File: src/rtl/trio_pkg.sv
package trio_pkg;

    localparam int CMD_W     = 2;
    localparam int ADDR_W    = 6;
    localparam int DATA_W    = 8;
    localparam int FRAME_LEN = CMD_W + ADDR_W + DATA_W;

    localparam logic [ADDR_W-1:0] ADDR_PWR    = 6'h00;
    localparam logic [ADDR_W-1:0] ADDR_CTRL   = 6'h01;
    localparam logic [ADDR_W-1:0] ADDR_STATUS = 6'h1A;

    localparam int BIT_SLEEP = 0;
    localparam int BIT_FCAL  = 2;
    localparam int BIT_PCAL  = 3;

    typedef enum logic [CMD_W-1:0] {
        CMD_NOP  = 2'b00,
        CMD_WR   = 2'b01,
        CMD_RD   = 2'b10,
        CMD_MRST = 2'b11
    } cmd_e;

    typedef struct packed {
        logic                valid;
        cmd_e                cmd;
        logic [ADDR_W-1:0]   addr;
        logic [DATA_W-1:0]   data;
    } frame_op_t;

    typedef struct packed {
        logic pll_lock;
        logic gain;
        logic clk_alive;
    } live_stat_t;

    function automatic logic [DATA_W-1:0] pack_status(live_stat_t s, logic pdone, logic fdone);
        return {s.pll_lock, s.gain, s.clk_alive, 3'b000, pdone, fdone};
    endfunction

endpackage

File: src/rtl/trio_sync.sv
module trio_sync #(
    parameter int                 WIDTH   = 1,
    parameter int                 STAGES  = 2,
    parameter logic [WIDTH-1:0]   RST_VAL = '0
) (
    input  logic             clk,
    input  logic             rst,
    input  logic [WIDTH-1:0] d,
    output logic [WIDTH-1:0] q
);
    logic [WIDTH-1:0] stg [STAGES];

    always_ff @(posedge clk) begin
        if (rst) begin
            for (int i = 0; i < STAGES; i++) stg[i] <= RST_VAL;
        end else begin
            stg[0] <= d;
            for (int i = 1; i < STAGES; i++) stg[i] <= stg[i-1];
        end
    end

    assign q = stg[STAGES-1];
endmodule

File: src/rtl/trio_frame_rx.sv
module trio_frame_rx
    import trio_pkg::*;
(
    input  logic      clk,
    input  logic      rst,
    input  logic      cs_act,
    input  logic      sclk_rise,
    input  logic      dio_bit,
    input  logic      mask,
    output frame_op_t op
);
    localparam int CNT_W = $clog2(FRAME_LEN + 1);
    localparam logic [CNT_W-1:0] CNT_LAST = CNT_W'(FRAME_LEN - 1);
    localparam logic [CNT_W-1:0] CNT_FULL = CNT_W'(FRAME_LEN);

    logic [CNT_W-1:0]     bit_cnt;
    logic [FRAME_LEN-1:0] shreg;
    logic [FRAME_LEN-1:0] word_next;

    assign word_next = {shreg[FRAME_LEN-2:0], dio_bit};

    always_ff @(posedge clk) begin
        if (rst) begin
            bit_cnt <= '0;
            shreg   <= '0;
            op      <= '0;
        end else begin
            op.valid <= 1'b0;
            if (!cs_act) begin
                bit_cnt <= '0;
            end else if (sclk_rise && bit_cnt != CNT_FULL) begin
                shreg   <= word_next;
                bit_cnt <= bit_cnt + 1'b1;
                if (bit_cnt == CNT_LAST && !mask) begin
                    op <= '{valid: 1'b1,
                            cmd:   cmd_e'(word_next[FRAME_LEN-1 -: CMD_W]),
                            addr:  word_next[DATA_W +: ADDR_W],
                            data:  word_next[DATA_W-1:0]};
                end
            end
        end
    end
endmodule

File: src/rtl/trio_regbank.sv
module trio_regbank
    import trio_pkg::*;
#(
    parameter int NUM_REGS = 32
) (
    input  logic              clk,
    input  logic              rst,
    input  logic              hold,
    input  logic              wr_en,
    input  logic [ADDR_W-1:0] addr,
    input  logic [DATA_W-1:0] wr_data,
    output logic [DATA_W-1:0] rd_data,
    input  live_stat_t        live,
    input  logic              pcal_evt,
    input  logic              fcal_evt,
    output logic [DATA_W-1:0] pwr_reg,
    output logic              sleep_bit,
    output logic              pcal_bit,
    output logic              fcal_bit
);
    logic [DATA_W-1:0] regs [NUM_REGS];
    logic              pcal_done;
    logic              fcal_done;

    always_ff @(posedge clk) begin
        if (rst || hold) begin
            for (int i = 0; i < NUM_REGS; i++) regs[i] <= '0;
            pcal_done <= 1'b0;
            fcal_done <= 1'b0;
        end else begin
            if (pcal_evt) begin
                regs[ADDR_CTRL][BIT_PCAL] <= 1'b0;
                pcal_done                 <= 1'b1;
            end
            if (fcal_evt) begin
                regs[ADDR_CTRL][BIT_FCAL] <= 1'b0;
                fcal_done                 <= 1'b1;
            end
            if (wr_en) begin
                for (int i = 0; i < NUM_REGS; i++) begin
                    if (addr == ADDR_W'(i) && ADDR_W'(i) != ADDR_STATUS) regs[i] <= wr_data;
                end
                if (addr == ADDR_CTRL && wr_data[BIT_PCAL]) pcal_done <= 1'b0;
                if (addr == ADDR_CTRL && wr_data[BIT_FCAL]) fcal_done <= 1'b0;
            end
        end
    end

    always_comb begin
        rd_data = '0;
        if (addr == ADDR_STATUS) begin
            rd_data = pack_status(live, pcal_done, fcal_done);
        end else begin
            for (int i = 0; i < NUM_REGS; i++) begin
                if (addr == ADDR_W'(i)) rd_data = regs[i];
            end
        end
    end

    assign pwr_reg   = regs[ADDR_PWR];
    assign sleep_bit = regs[ADDR_CTRL][BIT_SLEEP];
    assign pcal_bit  = regs[ADDR_CTRL][BIT_PCAL];
    assign fcal_bit  = regs[ADDR_CTRL][BIT_FCAL];
endmodule

File: src/rtl/trio_reg_slave.sv
module trio_reg_slave
    import trio_pkg::*;
#(
    parameter int NUM_REGS    = 32,
    parameter int SYNC_STAGES = 2
) (
    input  logic        clk,
    input  logic        rst,
    input  logic        cs_n,
    input  logic        sclk,
    input  logic        dio_in,
    output logic        dio_out,
    output logic        dio_oe,
    output logic        dio_free,
    input  logic        pll_lock,
    input  logic        gain_state,
    input  logic        clk_alive,
    input  logic        pcal_done_evt,
    input  logic        fcal_done_evt,
    output logic [7:0]  pwr_en,
    output logic        deep_sleep,
    output logic        pcal_req,
    output logic        fcal_req
);
    logic [2:0] pins_s;
    logic       cs_s, sclk_s, dio_s;
    logic       cs_q, sclk_q;
    logic       sclk_rise, sclk_fall, cs_fall, cs_rise;

    trio_sync #(.WIDTH(3), .STAGES(SYNC_STAGES), .RST_VAL(3'b100)) i_sync (
        .clk (clk),
        .rst (rst),
        .d   ({cs_n, sclk, dio_in}),
        .q   (pins_s)
    );
    assign {cs_s, sclk_s, dio_s} = pins_s;

    always_ff @(posedge clk) begin
        if (rst) begin
            cs_q   <= 1'b1;
            sclk_q <= 1'b0;
        end else begin
            cs_q   <= cs_s;
            sclk_q <= sclk_s;
        end
    end

    assign sclk_rise = sclk_s & ~sclk_q;
    assign sclk_fall = ~sclk_s & sclk_q;
    assign cs_fall   = ~cs_s & cs_q;
    assign cs_rise   = cs_s & ~cs_q;

    frame_op_t         op;
    logic              rd_frame;
    logic              rd_pending;
    logic              mrst_armed;
    logic              hold;
    logic              wr_en;
    logic [DATA_W-1:0] rd_data;
    logic [DATA_W-1:0] rd_latch;
    logic [DATA_W-1:0] rd_shift;
    logic [DATA_W-1:0] pwr_reg;
    logic              sleep_bit;

    trio_frame_rx i_rx (
        .clk       (clk),
        .rst       (rst),
        .cs_act    (~cs_s),
        .sclk_rise (sclk_rise),
        .dio_bit   (dio_s),
        .mask      (rd_frame),
        .op        (op)
    );

    assign wr_en = op.valid && (op.cmd == CMD_WR);
    assign hold  = mrst_armed & cs_s;

    trio_regbank #(.NUM_REGS(NUM_REGS)) i_bank (
        .clk       (clk),
        .rst       (rst),
        .hold      (hold),
        .wr_en     (wr_en),
        .addr      (op.addr),
        .wr_data   (op.data),
        .rd_data   (rd_data),
        .live      ('{pll_lock: pll_lock, gain: gain_state, clk_alive: clk_alive}),
        .pcal_evt  (pcal_done_evt),
        .fcal_evt  (fcal_done_evt),
        .pwr_reg   (pwr_reg),
        .sleep_bit (sleep_bit),
        .pcal_bit  (pcal_req),
        .fcal_bit  (fcal_req)
    );

    always_ff @(posedge clk) begin
        if (rst) begin
            rd_frame   <= 1'b0;
            rd_pending <= 1'b0;
            rd_latch   <= '0;
            rd_shift   <= '0;
            mrst_armed <= 1'b0;
        end else begin
            if (cs_fall) begin
                mrst_armed <= 1'b0;
                if (rd_pending) begin
                    rd_frame   <= 1'b1;
                    rd_pending <= 1'b0;
                    rd_shift   <= rd_latch;
                end
            end else if (cs_rise) begin
                rd_frame <= 1'b0;
            end else if (rd_frame && sclk_fall) begin
                rd_shift <= {rd_shift[DATA_W-2:0], 1'b0};
            end
            if (op.valid && op.cmd == CMD_RD) begin
                rd_pending <= 1'b1;
                rd_latch   <= rd_data;
            end
            if (op.valid && op.cmd == CMD_MRST) mrst_armed <= 1'b1;
        end
    end

    assign dio_oe     = rd_frame;
    assign dio_out    = rd_frame & rd_shift[DATA_W-1];
    assign dio_free   = cs_s & ~rd_pending & ~rd_frame;
    assign deep_sleep = sleep_bit;
    assign pwr_en     = sleep_bit ? '0 : pwr_reg;
endmodule

File: config.mk
export PLATFORM = sky130hd
export DESIGN_NAME = trio_reg_slave
export DESIGN_NICKNAME = d
export VERILOG_FILES = /design/src/rtl/trio_pkg.sv /design/src/rtl/trio_sync.sv /design/src/rtl/trio_frame_rx.sv /design/src/rtl/trio_regbank.sv /design/src/rtl/trio_reg_slave.sv
export SDC_FILE = /design/constraint.sdc
export NUM_CORES = 1
export LEC_CHECK = 0
export BUFFER_PORTS_ARGS = -buffer_cell sky130_fd_sc_hd__buf_2
export CAP_MARGIN = 20
export CELL_PAD_IN_SITES_DETAIL_PLACEMENT = 1
export CELL_PAD_IN_SITES_GLOBAL_PLACEMENT = 2
export CORE_MARGIN = 5
export CORE_UTILIZATION = 46
export CTS_CLUSTER_SIZE = 10
export DETAILED_ROUTE_END_ITERATION = 12
export GPL_ROUTABILITY_DRIVEN = 0
export PLACE_DENSITY_LB_ADDON = 0.1
export SLEW_MARGIN = 20
export SYNTH_ARGS = -nofsm -noshare
export SYNTH_HDL_FRONTEND = slang
export SYNTH_SLANG_ARGS = --single-unit
File: constraint.sdc
create_clock -name clk -period 4.1 [get_ports clk]
set_input_delay 1.23 -clock clk [delete_from_list [all_inputs] [get_ports clk]]
set_output_delay 1.23 -clock clk [all_outputs]
set_load 0.005 [all_outputs]
# ---- Word level (Yosys, flattened, before mapping)
# Memory sizes are Yosys's and may differ from the RTL's.
# Cells that the tools add are included.
dict set report op_classes {
  add_sub_neg 1
  eq_ne 38
  mux 223
  bitwise_logic 53
  n_reduce_logical 21
}
# op count
set ops {}
lappend ops {{$mux W8} 67}
lappend ops {{$mux W1} 151}
lappend ops {{$eq A6 B5 Y1 const B} 16}
lappend ops {{$eq A6 B4 Y1 const B} 8}
lappend ops {{$or A1 B1 Y1} 38}
lappend ops {{$eq A6 B3 Y1 const B} 4}
lappend ops {{$mux W17} 1}
lappend ops {{$eq A6 B2 Y1 const B} 2}
lappend ops {{$and A1 B1 Y1} 8}
lappend ops {{$logic_and A1 B1 Y1} 8}
lappend ops {{$reduce_bool A2 Y1} 4}
lappend ops {{$not A1 Y1} 7}
lappend ops {{$eq A6 B1 Y1 const B} 1}
lappend ops {{$logic_not A6 Y1} 1}
lappend ops {{$mux W3} 2}
lappend ops {{$reduce_and A3 Y1} 2}
lappend ops {{$add A5 B1 Y5 const B} 1}
lappend ops {{$eq A5 B4 Y1 const B} 1}
lappend ops {{$ne A5 B5 Y1 const B} 1}
lappend ops {{$eq A2 B2 Y1 const B} 2}
lappend ops {{$mux W4} 1}
lappend ops {{$reduce_and A2 Y1} 2}
lappend ops {{$reduce_or A3 Y1} 1}
lappend ops {{$eq A2 B1 Y1 const B} 1}
lappend ops {{other kinds (6)} 6}
dict set report totals {
  regBits 60
  ram_bits 262
  inputBits 10
  n_memories 2
}
# memory words width rd rd_clocked_by_memory_dff wr line_no
set mem_list {}
lappend mem_list {i_bank.regs 32 8 31 0 32 trio_regbank.sv:21} ;# logic [DATA_W-1:0] regs [NUM_REGS];
lappend mem_list {i_sync.stg 2 3 2 0 2 trio_sync.sv:11} ;# logic [WIDTH-1:0] stg [STAGES];

# ---- Logic depth before layout (Yosys ltp)
# Gate-level depths: netlist of run 1.
dict set report depth {
  word_depth 33
  mapped_depth 10
  mapped_depth_nobuf 8
}

# ---- Cells and area by module
# Synthesis of run 1 repeated with hierarchy kept, for this count alone.
dict set report hier_totals {
  cells_unflattened 1213
  hier_area_um2 14443.9
}
# module instances cells_each area_per_inst_um2 seq_area_each_um2
set by_module_without_submodules {}
lappend by_module_without_submodules {trio_regbank 1 962 11760.0 7487.2}
lappend by_module_without_submodules {trio_frame_rx 1 139 1514.0 740.7}
lappend by_module_without_submodules {trio_reg_slave 1 97 989.7 420.4}
lappend by_module_without_submodules {trio_sync 1 15 180.2 120.1}

# ---- Least setup slack after synthesis of run 1
# OpenSTA, ideal clock, no wires.
dict set report synth_timing {
  path_type {input -> register}
  startpoint {input port rst}
  endpoint {memory i_bank.regs[29][0] (netlist: i_bank.regs[1][104]) (enable)}
  arrival_time_ns 2.535
  t_required_ns 3.743
  path_slack_ns 1.208
  cell_stages 5
  n_path_buf 3
  path_cell_list {clkbuf_1 > a21oi_1 > clkbuf_1 > clkbuf_1 > o21ai_0}
}
# item line_no
set synth_rtl {}
lappend synth_rtl {{start, declared} trio_reg_slave.sv:8} ;# input logic rst,
lappend synth_rtl {{end, declared} trio_regbank.sv:21}

==> reports/qor.csv, run 1 <==
metric,value,unit
synthAdderAreaFrac,0.261,%
period_needed,3.20,ns
antenna_found_initial,0,
reg2reg_from,i_rx.op[12],
routed_via_density,6.37,
synthesis.nets,1328,
setup_slack,0.896,ns
ys_seq_area_share,61.0,%
mostFrequentLayoutCells,"edfxtp_1 (248), nor2_1 (210), nand2_1 (179), a21oi_1 (85), dfxtp_1 (63)",
core_area,0.0307,sq mm
synth_compound_area_share,13.5,%
pwr_density_cell,427,mW/mm^2
cts_setup_buffers,0,
pwr-share-comb,2.4,%
avgSynthCellArea,10.9,sq um
finalMaxSlewViolations,0,
synthMuxAreaShare,4.43,%
post-route-period-util,78.1,%
clock_latency,0.53,ns
die_height,187,microns
synth_area,0.0144,sq mm
end_kind,flop,
worst_slew_pin_slew,1.20,ns
clk_pin_slew,0.06,ns
crit_path_max_fanout,26,
place_area,0.0149,sq mm
antenna_cells,0,
synth_top_area_share,51.8,%
synth_edf_count,248,
final_cell_area,0.0161,sq mm
cap_violations,0,
drtAntennaViolNets,0,
yosys_warnings,0,
boundaryPins,24,
status,"complete, no violations",
syn2layout_area_growth,11.8,%
placementRows,64,
min_path_type,reg2reg,
grt_first_pass_wirelength,74700,microns
hold_violations,0,
die_w,187,microns
synth_area_leaders,"edfxtp_1 (52%), dfxtp_1 (9.2%), nor2_1 (5.5%), nand2_1 (4.7%), a21oi_1 (3.0%)",
dp_hpwl,33800,microns
yosys_most_used_dff,edfxtp_1,
required,4.29,ns
ys_ff_latch,314,
holdBufCountCts,0,
clockBufferDepth,3,
synth_xor_area_share,0.183,%
wl_per_cell,28.4,microns
cp-startpoint,i_rx.op[12],
worstSetupStartpointType,flop,
remaining_drc_errors,0,
vias,11200,
track_usage,28.0,%
cts_tree,done,
setup_violations,0,
fin_nets,1344,
dieArea,0.0349,sq mm
p_sw,0.00145,W
p_clk_share,45.8,%
worst_ir_drop_vdd,283,uV
drive_gt1_share,11.8,%
p_int,0.00542,W
cts_sinks,314,
slew_headroom,20.1,%
rrSetupSlack,0.90,ns
place_ws,0.914,ns
synth_top_family_by_area,simple AND/OR/NAND/NOR gates,
numCtsBuffers,38,
grt_pass1_vias,11300,
finalWirelength,49700,microns
crit_type,reg2reg,
syn-instance-count,1315,
seqPwrFrac,51.8,%
synth_area_leader_cell,edfxtp_1,
cp.arrival,3.40,ns
rsz0062_at_grt,false,
layout_commonest_cell,edfxtp_1,
skew,0.0132,ns
fmax,0.312,GHz
synthArstFlopShare,0,%
netSwitchingFraction,21.2,%
htree_levels,2,
cts-root-buf,clkbuf_16,
overflow,0,
ctsResizeCount,0,
power.static_leakage,5.30,nW
whs,0.414,ns
total_power,0.00687,W
synth_cell_types,87,
synth-simple-area-share,17.1,%
start_util,46.8,%
hp-start,i_sync.stg[0][2],
setup_tns,0,ns
drtIter0Drc,1120,
grt_start_max_net_pins,55,
dr.pass1.iters,5,
portBuffers,23,
path summary, 6_finish.rpt:
kind                            cells past startpoint           endpoint
worst max register to register                      3  i_bank.regs[1][2]
worst min register to register                      1   i_sync.stg[0][5]
worst min-delay path                                1   i_sync.stg[0][5]
worst max-delay path                                3  i_bank.regs[1][2]
critical path: stages, from the launching register on:
cell and delay [ns]:
dfxtp_1 0.99, nor4b_2 1.03, nand2_1 0.43, nand2_1 0.41
power groups by stage:
stage / clock network, W / logic, W / registers [W]
floorplan: 0 / 0.0000952 / 0.00360
global placement: 0 / 0.000163 / 0.00362
detailed placement: 0 / 0.000166 / 0.00362
CTS: 0.00319 / 0.000167 / 0.00356
finish: 0.00315 / 0.000166 / 0.00356
global route: 0.00334 / 0.000177 / 0.00356
sequential cells by signal, summed over array words and instances (netlist names), 5 cells and up:
signal	flops
i_bank.regs	248
i_rx.bit_cnt	5
i_rx.op	17
i_rx.shreg	15
i_sync.stg	6
rd_latch	8
rd_shift	8
cell families after synthesis:
logic type	Yosys count
AOI/OAI and AO/OA	297
xor gates and xnor gates	3
DFF	314
adders and majority gates	3
muxes	54
and+or+nand+nor	530
buffers and inverters	114
Yosys cell counts, drive strengths merged, types with 17 or more instances:
| master | instances |
|---|---|
| nor2b | 27 |
| inv | 18 |
| a21oi | 86 |
| nand2 | 179 |
| mux2 | 17 |
| clkbuf | 48 |
| buf | 48 |
| o22ai | 19 |
| nand2b | 17 |
| edfxtp | 248 |
| nor2 | 210 |
| dfxtp | 66 |
| mux2i | 31 |
| o21ai | 66 |
layout make-up:
class / count / area [sq um]
Clock buffer: 65 / 1130
Tap cell: 396 / 495
Sequential cell: 314 / 8780
Multi-Input combinational cell: 887 / 5110
Timing Repair Buffer: 72 / 495
Fill cell: 3246 / 14700
Inverter: 18 / 67.6
Clock inverter: 2 / 7.51
per-layer routing:
| metal | GRT usage, % | routed length [microns] |
|---|---|---|
| met1 | 38.1 | 20900 |
| met5 | 0 | 0 |
| met3 | 4.63 | 3430 |
| met4 | 11.1 | 2170 |
| met2 | 45.2 | 23200 |
per-stage QoR:
stage | cells | util (%)
finish | 1754 | 52.3
global route | 1754 | 52.3
CTS | 1754 | 52.3
detailed placement | 1687 | 48.6
global placement | 1687 | 48.6
floorplan | 1315 | -
No activity file was read; power rests on OpenSTA's default activity.
==> run 2: changes to the inputs <==
--- a/config.mk
+++ b/config.mk
@@ -10,7 +10,7 @@
 export CELL_PAD_IN_SITES_DETAIL_PLACEMENT = 1
 export CELL_PAD_IN_SITES_GLOBAL_PLACEMENT = 2
 export CORE_MARGIN = 5
-export CORE_UTILIZATION = 46
+export CORE_UTILIZATION = 43
 export CTS_CLUSTER_SIZE = 10
 export DETAILED_ROUTE_END_ITERATION = 12
 export GPL_ROUTABILITY_DRIVEN = 0
==> constraint.sdc (replaced) <==
create_clock -name clk -period 2.96 [get_ports clk]
set_input_delay 0.888 -clock clk [delete_from_list [all_inputs] [get_ports clk]]
set_output_delay 0.888 -clock clk [all_outputs]
set_load 0.005 [all_outputs]
==> reports/qor.csv, run 2 (synthesis results as in run 1) <==
metric,value,unit,change
clock_latency,0.54,ns,about the same
clockBufferDepth,3,,unchanged
p_clk_share,45.9,%,about the same
wl_met3,3250,microns,-5.4%
worst_slew_pin_slew,0.861,ns,-0.335 ns
grt_pass1_vias,11400,,+1.2%
routed_via_density,6.03,,-5.4%
wl_met1,21300,microns,+1.7%
drive_gt1_share,14.8,%,+3.0 points
slew_headroom,42.5,%,+22 points
pwr-share-comb,2.5,%,about the same
worst_ir_drop_vdd,463,uV,+64%
p_sw,0.00204,W,+40%
grt_first_pass_wirelength,75700,microns,+1.3%
core_area,0.0333,sq mm,+8.2%
cts_setup_buffers,0,,unchanged
numCtsBuffers,39,,+2.6%
htree_levels,2,,unchanged
top_layer,met4,,
crit_path_max_fanout,36,,+38%
grt_start_max_net_pins,47,,-15%
nFillCells,3635,,+12%
wl_met2,24500,microns,+5.6%
remaining_drc_errors,0,,unchanged
period_needed,2.86,ns,-0.349 ns
antenna_found_initial,0,,unchanged
cts_tree,done,,
min_path_type,reg2reg,,
clk_pin_slew,0.06,ns,about the same
cap_violations,0,,unchanged
netSwitchingFraction,21.4,%,+0.19 points
skew,0.0173,ns,+0.00407 ns
track_usage,27.7,%,-0.28 points
setup_tns,0,ns,unchanged
die_height,193,microns,+3.2%
largest_reg_flops,248,,unchanged
cts-root-buf,clkbuf_16,,
worstSetupStartpointType,flop,,
hold_violations,0,,unchanged
post-route-period-util,96.5,%,+18 points
power.static_leakage,5.53,nW,+4.2%
ctsResizeCount,0,,unchanged
finalWirelength,51400,microns,+3.3%
rsz0062_at_grt,false,,
reg_top3,"i_bank.regs: 248 flops, i_rx.op: 17 flops, i_rx.shreg: 15 flops",,
mostFrequentLayoutCells,"edfxtp_1 (248), nor2_1 (210), nand2_1 (179), a21oi_1 (85), buf_4 (85)",,
portBuffers,23,,unchanged
boundaryPins,24,,unchanged
drtIter0Drc,1011,,-9.7%
antenna_cells,0,,unchanged
overflow,0,,unchanged
vias,11100,,-0.35%
wl_per_cell,27.8,microns,-1.9%
reg2reg_depth,8,,+5
holdBufCountCts,0,,unchanged
fmax,0.350,GHz,+12%
setup_violations,0,,unchanged
syn2layout_area_growth,14.7,%,
cp.arrival,3.26,ns,-0.14 ns
status,"complete, no violations",,
cts_sinks,314,,unchanged
dr.pass1.iters,5,,unchanged
min_path_cells,1,,unchanged
start_util,43.2,%,-3.6 points
pwr_density_cell,579,mW/mm^2,+35%
placementRows,67,,+4.7%
dp_hpwl,35400,microns,+4.8%
dieArea,0.0372,sq mm,+6.6%
p_int,0.00751,W,+39%
required,3.37,ns,-0.92 ns
drtAntennaViolNets,0,,unchanged
top_register,i_bank.regs,,
end_kind,flop,,
layout_commonest_cell,edfxtp_1,,
die_w,193,microns,+3.2%
fin_nets,1385,,+3.1%
post-route-util,49.6,%,-2.7 points
crit_type,reg2reg,,
seqPwrFrac,51.6,%,-0.2 points
finalMaxSlewViolations,0,,unchanged
run 2: cell types whose count changed in the layout (fill, tap and decap cells not counted), moves of 3 or more:
cell      change
o21ai_1       -3
clkinv_2      +5
o21ai_0       +3
clkbuf_1      -3
buf_4        +37
buf_12        +3
run 2: worst paths after layout:
path	start	to	slack, ns
min	i_sync.stg[0][2]	i_sync.stg[0][5]	0.41
max	i_rx.op[8]	rd_latch[3]	0.10
min reg2reg	i_sync.stg[0][2]	i_sync.stg[0][5]	0.41
max reg2reg	i_rx.op[8]	rd_latch[3]	0.10
run 2: routing by layer:
metal | track usage [%] | vias up
met5 | 0 | -
met4 | 11.6 | 0
met3 | 5.30 | 137
met2 | 45.8 | 403
met1 | 35.9 | 5678
li1 | - | 4914
run 2: power groups by stage:
| stage | logic [W] | registers (W) | clock network (W) |
|---|---|---|---|
| 2_1_floorplan | 0.000132 | 0.00499 | 0 |
| 3_3_place_gp | 0.000235 | 0.00501 | 0 |
| 3_5_place_dp | 0.000238 | 0.00502 | 0 |
| 4_1_cts | 0.000239 | 0.00493 | 0.00447 |
| 5_1_grt | 0.000254 | 0.00493 | 0.00467 |
| 6_report | 0.000238 | 0.00493 | 0.00438 |
run 2: cell type report:
| cell class | instances | area, sq um | share of cell area (%) |
|---|---|---|---|
| sequential | 314 | 8780 | 53.2 |
| multi-input combinational | 887 | 5120 | 31.0 |
| clock buffer | 62 | 1110 | 6.76 |
| timing repair buffer | 112 | 833 | 5.05 |
| tap | 448 | 561 | 3.40 |
| inverter | 18 | 67.6 | 0.409 |
| clock inverter | 6 | 28.8 | 0.174 |
run 2: critical path: stages, from the launching register on:
cell and delay [ns]:
dfxtp_4 0.65, buf_4 0.28, nor2b_1 0.17, buf_4 0.20, a22oi_1 0.35, o32ai_1 0.18
a221o_1 0.42, o2111ai_1 0.34, nand2_1 0.11
run 2: through the flow:
stage                     power, W  hold slack, ns  cell area [sq um]  cells  setup slack [ns]
after floorplan            0.00512           0.389              14400   1315             0.410
after global placement     0.00525           0.400              15300   1779             0.162
after detailed placement   0.00526           0.399              15300   1779             0.114
after CTS                  0.00964           0.415              16500   1847            0.0883
after global routing       0.00986           0.443              16500   1847            0.0638
final                      0.00955           0.411              16500   1847             0.105
==> run 3: changes to the inputs <==
==> constraint.sdc (replaced) <==
create_clock -name clk -period 2.7 [get_ports clk]
set_input_delay 0.81 -clock clk [delete_from_list [all_inputs] [get_ports clk]]
set_output_delay 0.81 -clock clk [all_outputs]
set_load 0.005 [all_outputs]
==> reports/qor.csv, run 3 (synthesis results as in run 1) <==
metric,value,unit,change
cts_setup_buffers,0,,unchanged
antenna_found_initial,2,,+2
wl_per_cell,27.7,microns,-0.32%
die_height,193,microns,unchanged
clk_pin_slew,0.05,ns,about the same
reg_top3,"i_bank.regs: 248 flops, i_rx.op: 17 flops, i_rx.shreg: 15 flops",,
cp-startpoint,i_rx.op[13],,
cts-root-buf,clkbuf_16,,
drtAntennaViolNets,0,,unchanged
power.static_leakage,5.65,nW,+2.2%
seqPwrFrac,52.2,%,+0.6 points
finalWirelength,51600,microns,+0.49%
layout_commonest_cell,edfxtp_1,,
numCtsBuffers,38,,-2.6%
crit_type,reg2reg,,
placementRows,67,,unchanged
p_sw,0.00217,W,+6.5%
syn2layout_area_growth,16.2,%,
ctsResizeCount,0,,unchanged
mostFrequentLayoutCells,"edfxtp_1 (248), nor2_1 (210), nand2_1 (179), buf_4 (108), a21oi_1 (85)",,
htree_levels,2,,unchanged
cts_tree,done,,
reg2reg_from,i_rx.op[13],,
dp_cells,1806,,+1.5%
pwr-share-comb,2.6,%,about the same
whs,0.429,ns,+0.0188 ns
holdBufCountCts,0,,unchanged
path_cells,"buf_4, nand4bb_1, a2111oi_0, a211oi_1, o31a_1, o21ai_1, a21oi_1",,
cts_sinks,314,,unchanged
p_clk_share,45.3,%,-0.6 points
start_util,43.2,%,unchanged
cp.arrival,3.04,ns,-0.22 ns
slew_headroom,47.8,%,+5.3 points
top_register,i_bank.regs,,
cpPeakStageDelay,0.59,ns,-0.06 ns
required,3.09,ns,-0.28 ns
hold_violations,0,,unchanged
die_w,193,microns,unchanged
p_int,0.00819,W,+9.1%
portBuffers,23,,unchanged
crit_path_max_fanout,14,,-61%
remaining_drc_errors,0,,unchanged
status,"complete, no violations",,
finalMaxSlewViolations,0,,unchanged
setup_slack,0.0522,ns,-0.0525 ns
setup_violations,0,,unchanged
netSwitchingFraction,20.9,%,-0.41 points
antenna_cells,0,,unchanged
place_ws,0.0368,ns,-0.0775 ns
min_path_type,reg2reg,,
skew,0.0171,ns,-0.000144 ns
total_power,0.0104,W,+8.5%
grt_first_pass_wirelength,76100,microns,+0.63%
clockBufferDepth,3,,unchanged
dp_hpwl,36300,microns,+2.5%
end_kind,flop,,
critical-path-slowest-cell,a2111oi_0,,
vias,11200,,+0.98%
fmax,0.378,GHz,+7.8%
largest_reg_flops,248,,unchanged
nFillCells,3616,,-0.52%
dr.pass1.iters,5,,unchanged
hp-start,i_sync.stg[0][2],,
core_area,0.0333,sq mm,unchanged
boundaryPins,24,,unchanged
drtIter0Drc,998,,-1.3%
dieArea,0.0372,sq mm,unchanged
setup_tns,0,ns,unchanged
rsz0062_at_grt,false,,
fin_cells,1862,,+0.81%
drive_gt1_share,16.3,%,+1.5 points
clock_latency,0.52,ns,-0.02 ns
period_needed,2.65,ns,-0.208 ns
worst_slew_pin_slew,0.781,ns,-0.0803 ns
grt_pass1_vias,11700,,+2.0%
track_usage,28.0,%,+0.22 points
cap_violations,0,,unchanged
grt_start_max_net_pins,49,,+4.3%
fin_nets,1411,,+1.9%
pwr_density_cell,620,mW/mm^2,+7.2%
post-route-period-util,98.1,%,+1.6 points
overflow,0,,unchanged
worstSetupStartpointType,flop,,
worst_ir_drop_vdd,409,uV,-12%
routed_via_density,6.04,,+0.17%
==> run 3: cell types whose count changed in the layout (fill, tap and decap cells not counted), moves of 2 or more <==
cell	change
clkbuf_1	-7
buf_4	+23
a221oi_1	-2
clkinv_2	-5
a221oi_2	+2
clkbuf_16	-2
buf_12	+4
==> run 3: cell type report <==
class	count	area [sq um]	area share, %
clock buffer	54	1050	6.30
tap	448	561	3.35
timing repair buffer	139	1090	6.50
inverter	18	67.6	0.404
multi-input combinational	887	5130	30.7
sequential	314	8780	52.5
clock inverter	2	38.8	0.232
==> run 3: final timing paths <==
path                                          to  depth (start not counted)  slack (ns)
worst min-delay path            i_sync.stg[0][5]                          1        0.43
worst min register to register  i_sync.stg[0][5]                          1        0.43
worst max register to register       rd_latch[1]                          7        0.05
worst max-delay path                 rd_latch[1]                          7        0.05
==> run 3: worst max-delay path, delay by kind of cell, from the launching register on <==
kind | cells | cell delay (ns)
compound gates | 5 | 1.40
buf+inv | 1 | 0.27
flops | 1 | 0.47
simple gates | 1 | 0.37
==> run 3: through the flow <==
step                      utilization [%]  area, sq um
after global placement               46.9        15600
after CTS                            50.2        16700
final                                50.2        16700
after floorplan                         -        14400
after detailed placement             46.9        15600
after global routing                 50.2        16700
==> run 3: metal layers <==
metal / share of wire (%) / up-vias / track usage [%]
li1: - / 4958 / -
met1: 41 / 5664 / 36.5
met2: 48 / 489 / 46.5
met3: 6.9 / 126 / 5.08
met4: 4.3 / 4 / 10.8
met5: 0.041 / - / 0
==> run 3: power by group through the flow <==
stage               Clock (W)  Sequential, W  Combinational [W]
CTS                   0.00477        0.00540           0.000267
global placement            0        0.00550           0.000259
floorplan                   0        0.00547           0.000145
finish                0.00469        0.00540           0.000266
global route          0.00499        0.00541           0.000285
detailed placement          0        0.00550           0.000265
